File: config.mk
export PLATFORM = sky130hd
export DESIGN_NAME = smbh_regs
export DESIGN_NICKNAME = d
export VERILOG_FILES = /design/src/rtl/smbh_pkg.sv /design/src/rtl/smbh_ctrl.sv /design/src/rtl/smbh_dpath.sv /design/src/rtl/smbh_regs.sv
export SDC_FILE = /design/constraint.sdc
export NUM_CORES = 1
export LEC_CHECK = 0
export CORE_MARGIN = 8
export CORE_UTILIZATION = 44
export DETAILED_ROUTE_END_ITERATION = 8
export DONT_BUFFER_PORTS = 1
export PLACE_DENSITY = 0.6
export SLEW_MARGIN = 10
export SYNTH_ARGS = -nofsm -noshare
export SYNTH_HDL_FRONTEND = slang
export SYNTH_SLANG_ARGS = --single-unit
File: constraint.sdc
create_clock -name clk -period 4.95 [get_ports clk]
set_clock_uncertainty 0.05 [all_clocks]
set_input_delay 0.99 -clock clk [delete_from_list [all_inputs] [get_ports clk]]
set_output_delay 0.99 -clock clk [all_outputs]
set_load 0.02 [all_outputs]
File: src/rtl/smbh_pkg.sv
package smbh_pkg;
  localparam int DEC_W = 6;

  localparam logic [DEC_W-1:0] OFS_STAT = 6'h00;
  localparam logic [DEC_W-1:0] OFS_CTL  = 6'h02;
  localparam logic [DEC_W-1:0] OFS_CMD  = 6'h03;
  localparam logic [DEC_W-1:0] OFS_ADDR = 6'h04;
  localparam logic [DEC_W-1:0] OFS_D0   = 6'h05;
  localparam logic [DEC_W-1:0] OFS_D1   = 6'h06;
  localparam logic [DEC_W-1:0] OFS_BLK  = 6'h07;

  typedef enum logic [2:0] {
    SEL_NONE, SEL_STAT, SEL_CTL, SEL_CMD, SEL_ADDR, SEL_D0, SEL_D1, SEL_BLK
  } rdSel_e;

  typedef struct packed {
    logic   wrStat;
    logic   wrCtl;
    logic   wrCmd;
    logic   wrAddr;
    logic   wrD0;
    logic   wrD1;
    logic   wrBlk;
    logic   rdCtl;
    logic   rdBlk;
    rdSel_e rdSel;
  } hostStrb_t;
endpackage

File: src/rtl/smbh_ctrl.sv
module smbh_ctrl
  import smbh_pkg::*;
#(
  parameter int OFS_W = 8
) (
  input  logic             clk,
  input  logic             rstN,
  input  logic             busSel,
  input  logic             busWr,
  input  logic [OFS_W-1:0] busOfs,
  input  logic             launchBit,
  output hostStrb_t        strb,
  output logic             startPulse
);
  localparam logic [OFS_W-1:0] OFS_MASK = OFS_W'(6'h3f);

  logic [DEC_W-1:0] ofsM;
  logic             startQ;

  assign ofsM = DEC_W'(busOfs & OFS_MASK);

  always_comb begin
    strb       = '0;
    strb.rdSel = SEL_NONE;
    case (ofsM)
      OFS_STAT: begin
        strb.rdSel  = SEL_STAT;
        strb.wrStat = busSel && busWr;
      end
      OFS_CTL: begin
        strb.rdSel = SEL_CTL;
        strb.wrCtl = busSel && busWr;
        strb.rdCtl = busSel && !busWr;
      end
      OFS_CMD: begin
        strb.rdSel = SEL_CMD;
        strb.wrCmd = busSel && busWr;
      end
      OFS_ADDR: begin
        strb.rdSel  = SEL_ADDR;
        strb.wrAddr = busSel && busWr;
      end
      OFS_D0: begin
        strb.rdSel = SEL_D0;
        strb.wrD0  = busSel && busWr;
      end
      OFS_D1: begin
        strb.rdSel = SEL_D1;
        strb.wrD1  = busSel && busWr;
      end
      OFS_BLK: begin
        strb.rdSel = SEL_BLK;
        strb.wrBlk = busSel && busWr;
        strb.rdBlk = busSel && !busWr;
      end
      default: strb.rdSel = SEL_NONE;
    endcase
  end

  always_ff @(posedge clk) begin
    if (!rstN) startQ <= 1'b0;
    else       startQ <= strb.wrCtl && launchBit;
  end

  assign startPulse = startQ;

  AST_STRB_EXCL: assert property (@(posedge clk) disable iff (!rstN)
    $onehot0({strb.wrStat, strb.wrCtl, strb.wrCmd, strb.wrAddr, strb.wrD0,
              strb.wrD1, strb.wrBlk, strb.rdCtl, strb.rdBlk}));
  AST_START_CAUSE: assert property (@(posedge clk) disable iff (!rstN)
    startQ |-> $past(busSel && busWr && ofsM == OFS_CTL));
  AST_START_ONLY_CTL: assert property (@(posedge clk) disable iff (!rstN)
    !(busSel && busWr && ofsM == OFS_CTL) |=> !startQ);
endmodule

File: src/rtl/smbh_dpath.sv
module smbh_dpath
  import smbh_pkg::*;
#(
  parameter int DATA_W    = 8,
  parameter int BLK_DEPTH = 32,
  parameter int ERR_BIT   = 2,
  parameter int IDX_W     = $clog2(BLK_DEPTH)
) (
  input  logic              clk,
  input  logic              rstN,
  input  hostStrb_t         strb,
  input  logic [DATA_W-1:0] busWdata,
  output logic [DATA_W-1:0] busRdata,
  output logic [DATA_W-1:0] ctlOut,
  output logic [DATA_W-1:0] cmdOut,
  output logic [DATA_W-1:0] addrOut,
  output logic [DATA_W-1:0] data0Out,
  output logic [DATA_W-1:0] data1Out,
  input  logic [IDX_W-1:0]  blkRdIdx,
  output logic [DATA_W-1:0] blkRdData,
  input  logic              engD0Wr,
  input  logic [DATA_W-1:0] engD0,
  input  logic              engD1Wr,
  input  logic [DATA_W-1:0] engD1,
  input  logic              engBlkWr,
  input  logic [IDX_W-1:0]  engBlkIdx,
  input  logic [DATA_W-1:0] engBlkData,
  input  logic              engErr
);
  localparam logic [IDX_W-1:0]  IDX_LAST = IDX_W'(BLK_DEPTH - 1);
  localparam logic [DATA_W-1:0] CTL_MASK = DATA_W'(8'h1f);

  logic [DATA_W-1:0] statQ, ctlQ, cmdQ, addrQ, d0Q, d1Q;
  logic [DATA_W-1:0] blkMem [BLK_DEPTH];
  logic [IDX_W-1:0]  idxQ;
  logic              hostBlkWr;

  assign hostBlkWr = strb.wrBlk && !engBlkWr;

  always_ff @(posedge clk) begin
    if (!rstN) begin
      statQ <= '0;
      ctlQ  <= '0;
      cmdQ  <= '0;
      addrQ <= '0;
      d0Q   <= '0;
      d1Q   <= '0;
    end else begin
      if (strb.wrStat) statQ <= '0;
      if (engErr)      statQ[ERR_BIT] <= 1'b1;
      if (strb.wrCtl)  ctlQ  <= busWdata;
      if (strb.wrCmd)  cmdQ  <= busWdata;
      if (strb.wrAddr) addrQ <= busWdata;
      if (engD0Wr)         d0Q <= engD0;
      else if (strb.wrD0)  d0Q <= busWdata;
      if (engD1Wr)         d1Q <= engD1;
      else if (strb.wrD1)  d1Q <= busWdata;
    end
  end

  always_ff @(posedge clk) begin
    if (!rstN) begin
      idxQ <= '0;
    end else if (strb.wrStat || strb.rdCtl) begin
      idxQ <= '0;
    end else if (strb.wrBlk || strb.rdBlk) begin
      idxQ <= (idxQ == IDX_LAST) ? '0 : idxQ + 1'b1;
    end
  end

  for (genvar g = 0; g < BLK_DEPTH; g++) begin : gEntry
    always_ff @(posedge clk) begin
      if (!rstN) begin
        blkMem[g] <= '0;
      end else if (engBlkWr && engBlkIdx == IDX_W'(g)) begin
        blkMem[g] <= engBlkData;
      end else if (hostBlkWr && idxQ == IDX_W'(g)) begin
        blkMem[g] <= busWdata;
      end
    end
  end

  always_comb begin
    case (strb.rdSel)
      SEL_STAT: busRdata = statQ;
      SEL_CTL:  busRdata = ctlQ & CTL_MASK;
      SEL_CMD:  busRdata = cmdQ;
      SEL_ADDR: busRdata = addrQ;
      SEL_D0:   busRdata = d0Q;
      SEL_D1:   busRdata = d1Q;
      SEL_BLK:  busRdata = blkMem[idxQ];
      default:  busRdata = '0;
    endcase
  end

  assign blkRdData = blkMem[blkRdIdx];
  assign ctlOut    = ctlQ;
  assign cmdOut    = cmdQ;
  assign addrOut   = addrQ;
  assign data0Out  = d0Q;
  assign data1Out  = d1Q;

  AST_STAT_CLEAR: assert property (@(posedge clk) disable iff (!rstN)
    (strb.wrStat && !engErr) |=> statQ == '0);
  AST_IDX_CLR_STAT: assert property (@(posedge clk) disable iff (!rstN)
    strb.wrStat |=> idxQ == '0);
  AST_IDX_CLR_CTL: assert property (@(posedge clk) disable iff (!rstN)
    strb.rdCtl |=> idxQ == '0);
  AST_CTL_MASKED: assert property (@(posedge clk) disable iff (!rstN)
    strb.rdCtl |-> busRdata[DATA_W-1:5] == '0);
  AST_IDX_HOLD: assert property (@(posedge clk) disable iff (!rstN)
    !(strb.wrStat || strb.rdCtl || strb.wrBlk || strb.rdBlk) |=> $stable(idxQ));
  AST_IDX_WRAP: assert property (@(posedge clk) disable iff (!rstN)
    ((strb.rdBlk || strb.wrBlk) && idxQ == IDX_LAST) |=> idxQ == '0);
  AST_ERR_STICKY: assert property (@(posedge clk) disable iff (!rstN)
    (statQ[ERR_BIT] && !strb.wrStat) |=> statQ[ERR_BIT]);
  AST_ERR_SET: assert property (@(posedge clk) disable iff (!rstN)
    engErr |=> statQ[ERR_BIT]);
  AST_ENG_D0_WINS: assert property (@(posedge clk) disable iff (!rstN)
    engD0Wr |=> d0Q == $past(engD0));
endmodule

File: src/rtl/smbh_regs.sv
module smbh_regs
  import smbh_pkg::*;
#(
  parameter int OFS_W     = 8,
  parameter int BLK_DEPTH = 32,
  parameter int IDX_W     = $clog2(BLK_DEPTH)
) (
  input  logic             clk,
  input  logic             rstN,
  input  logic             busSel,
  input  logic             busWr,
  input  logic [OFS_W-1:0] busOfs,
  input  logic [7:0]       busWdata,
  output logic [7:0]       busRdata,
  output logic             startPulse,
  output logic [7:0]       ctlOut,
  output logic [7:0]       cmdOut,
  output logic [7:0]       addrOut,
  output logic [7:0]       data0Out,
  output logic [7:0]       data1Out,
  input  logic [IDX_W-1:0] blkRdIdx,
  output logic [7:0]       blkRdData,
  input  logic             engD0Wr,
  input  logic [7:0]       engD0,
  input  logic             engD1Wr,
  input  logic [7:0]       engD1,
  input  logic             engBlkWr,
  input  logic [IDX_W-1:0] engBlkIdx,
  input  logic [7:0]       engBlkData,
  input  logic             engErr
);
  localparam int LAUNCH_BIT = 6;

  hostStrb_t strb;

  smbh_ctrl #(.OFS_W(OFS_W)) u_ctrl (
    .clk        (clk),
    .rstN       (rstN),
    .busSel     (busSel),
    .busWr      (busWr),
    .busOfs     (busOfs),
    .launchBit  (busWdata[LAUNCH_BIT]),
    .strb       (strb),
    .startPulse (startPulse)
  );

  smbh_dpath #(.DATA_W(8), .BLK_DEPTH(BLK_DEPTH), .ERR_BIT(2), .IDX_W(IDX_W)) u_dpath (
    .clk        (clk),
    .rstN       (rstN),
    .strb       (strb),
    .busWdata   (busWdata),
    .busRdata   (busRdata),
    .ctlOut     (ctlOut),
    .cmdOut     (cmdOut),
    .addrOut    (addrOut),
    .data0Out   (data0Out),
    .data1Out   (data1Out),
    .blkRdIdx   (blkRdIdx),
    .blkRdData  (blkRdData),
    .engD0Wr    (engD0Wr),
    .engD0      (engD0),
    .engD1Wr    (engD1Wr),
    .engD1      (engD1),
    .engBlkWr   (engBlkWr),
    .engBlkIdx  (engBlkIdx),
    .engBlkData (engBlkData),
    .engErr     (engErr)
  );
endmodule

# Yosys cells after proc, flatten, opt, wreduce, memory -nomap -nowiden
# Memory sizes are Yosys's and may differ from the RTL's. A register that Yosys moved wholly into a read port is not among the register bits.
# Index checks and enable logic that the tools add are counted.
# word_totals
reg_bits	47
mem_bits_rw	256
inputBits	58
wordCells	538
n_memories	1
# op_classes
bitwise_logic	65
n_reduce_logical	79
eq_ne	75
add_sub_neg	1
n_mux	309
# memory_table
memory	depth	word_bits	rd	rd_ports_with_merged_regs	wr	line	text
u_dpath.blkMem	32	8	2	1	32	smbh_dpath.sv:34	logic [DATA_W-1:0] blkMem [BLK_DEPTH];
# ops
operator	count
$mux W8	68
$mux W1	235
$eq A5 B5 Y1 const B	32
$eq A5 B4 Y1 const B	16
$logic_and A1 B1 Y1	68
$or A1 B1 Y1	64
$pmux W8 S7	1
$eq A5 B3 Y1 const B	8
$eq A6 B3 Y1 const B	4
$pmux W3 S7	1
$eq A5 B2 Y1 const B	4
$mux W5	3
$eq A3 B3 Y1 const B	4
$eq A6 B2 Y1 const B	2
$eq A5 B1 Y1 const B	2
$logic_not A5 Y1	2
$eq A3 B2 Y1 const B	2
$logic_not A6 Y1	1
$reduce_bool A2 Y1	3
$add A5 B1 Y5 const B	1
$eq A3 B1 Y1 const B	1
$mux W3	1
$logic_not A1 Y1	2
$logic_or A1 B1 Y1	2
other kinds (2)	2

# Logic depth before layout (Yosys ltp)
# depth
depth_word	9
mapped_depth	7
ltp_nobuf	6

# Hierarchy
# Synthesis repeated with hierarchy kept, for this count alone.
# unflattened
cells_unflattened	1340
area_unflattened_um2	17739.5
# modules_own_cells
module	cells_each	seq_area_each_um2	area_per_inst_um2	instances
smbh_dpath	1312	8708.4	17569.4	1
smbh_ctrl	28	20.0	170.2	1

# Worst setup path before layout
# Ideal clock, no wire load.
# synth_timing
kind	input port to output port
from	input blkRdIdx[0]
to	output blkRdData[0]
arrival_ns	2.801
path_slack_ns	1.109
required_ns	3.910
n_path_buf	2
cell_stages	5
path_cell_list	buf_2 -> buf_2 -> mux4_2 -> mux4_2 -> mux2_2
# synth_between
elab_chain_cells	1
# synth_rtl
element	line	text
from (decl)	smbh_regs.sv:21	input logic [IDX_W-1:0] blkRdIdx,
$mem_v2 Z32 W8	-	
to (decl)	smbh_regs.sv:22	output logic [7:0] blkRdData,
# No other way between the ends.

==> qor.csv <==
metric,value,unit
status,finished clean,
clock_latency,530,ps
grt_use_total,24.94,%
hold_viol_final,0,
ys_seq_area_share,49.22,%
fp.dieW,216.8,um
diodes,0,
ys_top_cells_by_area,"edfxtp_1 (43%), mux4_2 (19%), a22o_1 (13%), dfxtp_1 (5.9%), mux2_2 (2.3%)",
avgSynthCellArea,14.15,um2
slew_headroom,16.58,%
power_density,312.7,nW/um2
fin_nets,1248,
rrSetupSlack,2070,ps
tightest_slew,1251,ps
synth-edff-count,256,
synthCells,1253,
yosys_most_used_dff,edfxtp_1,
setup_viol,0,
maxCapViolCount,0,
cts_tree,done,
vias,12398,
slew_viol_final,0,
start_util,44.63,%
cts_resized,0,
setup_tns,0,ps
power.leakage,0.006234,uW
htreeDepth,2,
cp_max_fo,18,
async_flop_share,0,%
core-area,39730,um2
rsz0062_at_grt,no,
r2r_cells,3,
drc,0,
drtIter0Drc,1827,
ant_nets,0,
worstPathRequired,3910,ps
fin_crit_sh,84.28,%
num_rows,73,
cts_hold_buffers,0,
clk_pin_slew,60,ps
synth_top_cell_area_share,43.35,%
holdWs,524.5,ps
cts_sinks,308,
port_buffers,0,
fmax,0.2397,GHz
hold_depth,2,
ys_ff_latch,308,
die_h,216.8,um
wl_met1,23750,um
reg2reg_to,u_dpath.blkMem[23][6],
dieArea,46980,um2
cts_buffer_depth,3,
syn_area,17730,um2
grt_pass1_vias,11891,
gr-total-overflow,0,
root_buffer,clkbuf_16,
syn_nets,1317,
syn_to_final_growth,7.867,%
wl_met3,7229,um
ys_types,49,
fin_crit,4172,ps
grt_antenna_before_repair,1,
cts_buffers,35,
route.met2.wl,27760,um
grt_max_degree,87,
hp-start,busWdata[6],
regArea,8733,um2
arrival,3130,ps
min_to,u_ctrl.startPulse,
worstReg2RegStart,u_dpath.idxQ[0],
via_per_inst,7.162,
yosys.area.top_type,edfxtp_1,
dp_hpwl,39970,um
drive_gt1_share,22.31,%
vdd_drop_max,0.2719,mV
dr.pass1.iters,6,
drt-total-wl,60100,um
grt_pass1_wl,86410,um
endpoint_kind,output pin,
place_congestion,0.9042,
worstSetupStartpointType,flip-flop,
yosysWarnings,0,
critical_path_class,flip-flop to output pin,
highest_layer,met5,
fillCellCount,3414,
io_pins,115,
post_cts_buffers,0,
hp-class,input port to flip-flop,
multi_input_area,8413,um2
avgRoutedWirePerCell,34.72,um
==> routing by layer <==
| metal | global-route usage, % | vias up |
|---|---|---|
| li1 | - | 5105 |
| met1 | 34.08 | 6412 |
| met2 | 38.78 | 799 |
| met3 | 7.614 | 80 |
| met4 | 5.974 | 2 |
| met5 | 0 | - |
==> where the power goes <==
group | switching, uW | leakage (uW) | total (uW) | internal (uW)
clock network | 1070 | 0.000524 | 2510 | 1430
logic | 225 | 0.00283 | 451 | 226
registers | 90.7 | 0.00288 | 3030 | 2940
==> per-stage QoR <==
stage | worst slack [ps] | power, uW | std cells | utilization (%) | instance area [um2]
finish | 778.3 | 5982 | 1731 | 48.14 | 19130
global route | 503.3 | 6113 | 1731 | 48.14 | 19130
CTS | 720.5 | 5993 | 1731 | 48.14 | 19130
detailed placement | 891.3 | 3527 | 1672 | 45.48 | 18070
global placement | 902.4 | 3517 | 1672 | 45.48 | 18070
floorplan | 1109 | 3454 | 1253 | - | 17730
==> cells in the final DEF (no fill, tap or decap), drive strengths merged, types with 3 or more instances in the layout <==
master / count
nor4: 5
nand2: 30
clkbuf: 43
edfxtp: 256
dfxtp: 52
buf: 24
and3: 11
nand3: 15
ha: 6
clkinv: 11
mux2: 36
nor3: 22
o221ai: 28
nor2b: 36
inv: 19
a2111oi: 3
o211a: 16
nand4: 12
mux2i: 33
xor2: 3
nand2b: 22
nand3b: 3
mux4: 152
nor2: 73
a22o: 256
and4: 3
or3: 3
a22oi: 5
o32ai: 3
==> worst max path at each step <==
stage | startpoint | endpoint | slack (ps) | cells after the start
finish | flip-flop | busRdata[7] | 780 | 7
global route | flip-flop | busRdata[7] | 500 | 7
global placement | busOfs[5] | busRdata[1] | 900 | 5
floorplan | blkRdIdx[0] | blkRdData[0] | 1110 | 5
CTS | flip-flop | busRdata[1] | 720 | 5
detailed placement | busOfs[3] | busRdata[2] | 890 | 4
==> layout make-up <==
type | count | share of cell area (%)
Clock buffer | 43 | 4.840
Clock inverter | 16 | 0.6999
Inverter | 16 | 0.3140
Multi-Input combinational cell | 799 | 43.98
Sequential cell | 308 | 45.66
Tap cell | 525 | 3.434
Timing Repair Buffer | 24 | 1.073
==> cells in the mapped netlist, drive strengths merged (2+ instances only) <==
master,n
clkbuf,96
nor2b,36
mux4,152
ha,6
o211ai,2
o31a,2
a22oi,5
nor4,5
xnor2,2
inv,16
dfxtp,52
or3b,2
nor3,22
o211a,16
nand3b,3
xor2,3
nand2b,22
nand3,15
o32ai,3
a2111oi,3
edfxtp,256
mux2,36
o31ai,2
nand4,12
a22o,256
nor2,73
o221ai,28
and3,11
mux2i,33
nand2,30
a221oi,2
o22ai,2
or3,3
and4,3
buf,34
==> worst max-delay path, cell delays in order (launching register included) <==
cell and delay [ps]:
dfxtp_4 610, buf_4 310, mux4_2 590, nor2b_1 160
a2111oi_0 440, buf_4 210, o31ai_1 70, buf_4 180
==> flip-flops by register name, summed over array words and instances, names as in the netlist, named ones only <==
register           flops
u_ctrl.startPulse      1
u_dpath.addrOut        8
u_dpath.blkMem       256
u_dpath.cmdOut         8
u_dpath.ctlOut         8
u_dpath.data0Out       8
u_dpath.data1Out       8
u_dpath.idxQ           5
u_dpath.statQ          1
==> logic make-up after synthesis <==
group | after synthesis | synth area share [%]
AO/OA/AOI/OAI | 327 | 16.15
XOR/XNOR | 5 | 0.2470
adder cells (fa/ha/maj) | 6 | 0.4233
buffers and inverters | 146 | 3.337
flip-flops | 308 | 49.22
multiplexers | 221 | 23.45
AND/OR/NAND/NOR | 240 | 7.169
Note: power is estimated with default switching activity, not from simulation.
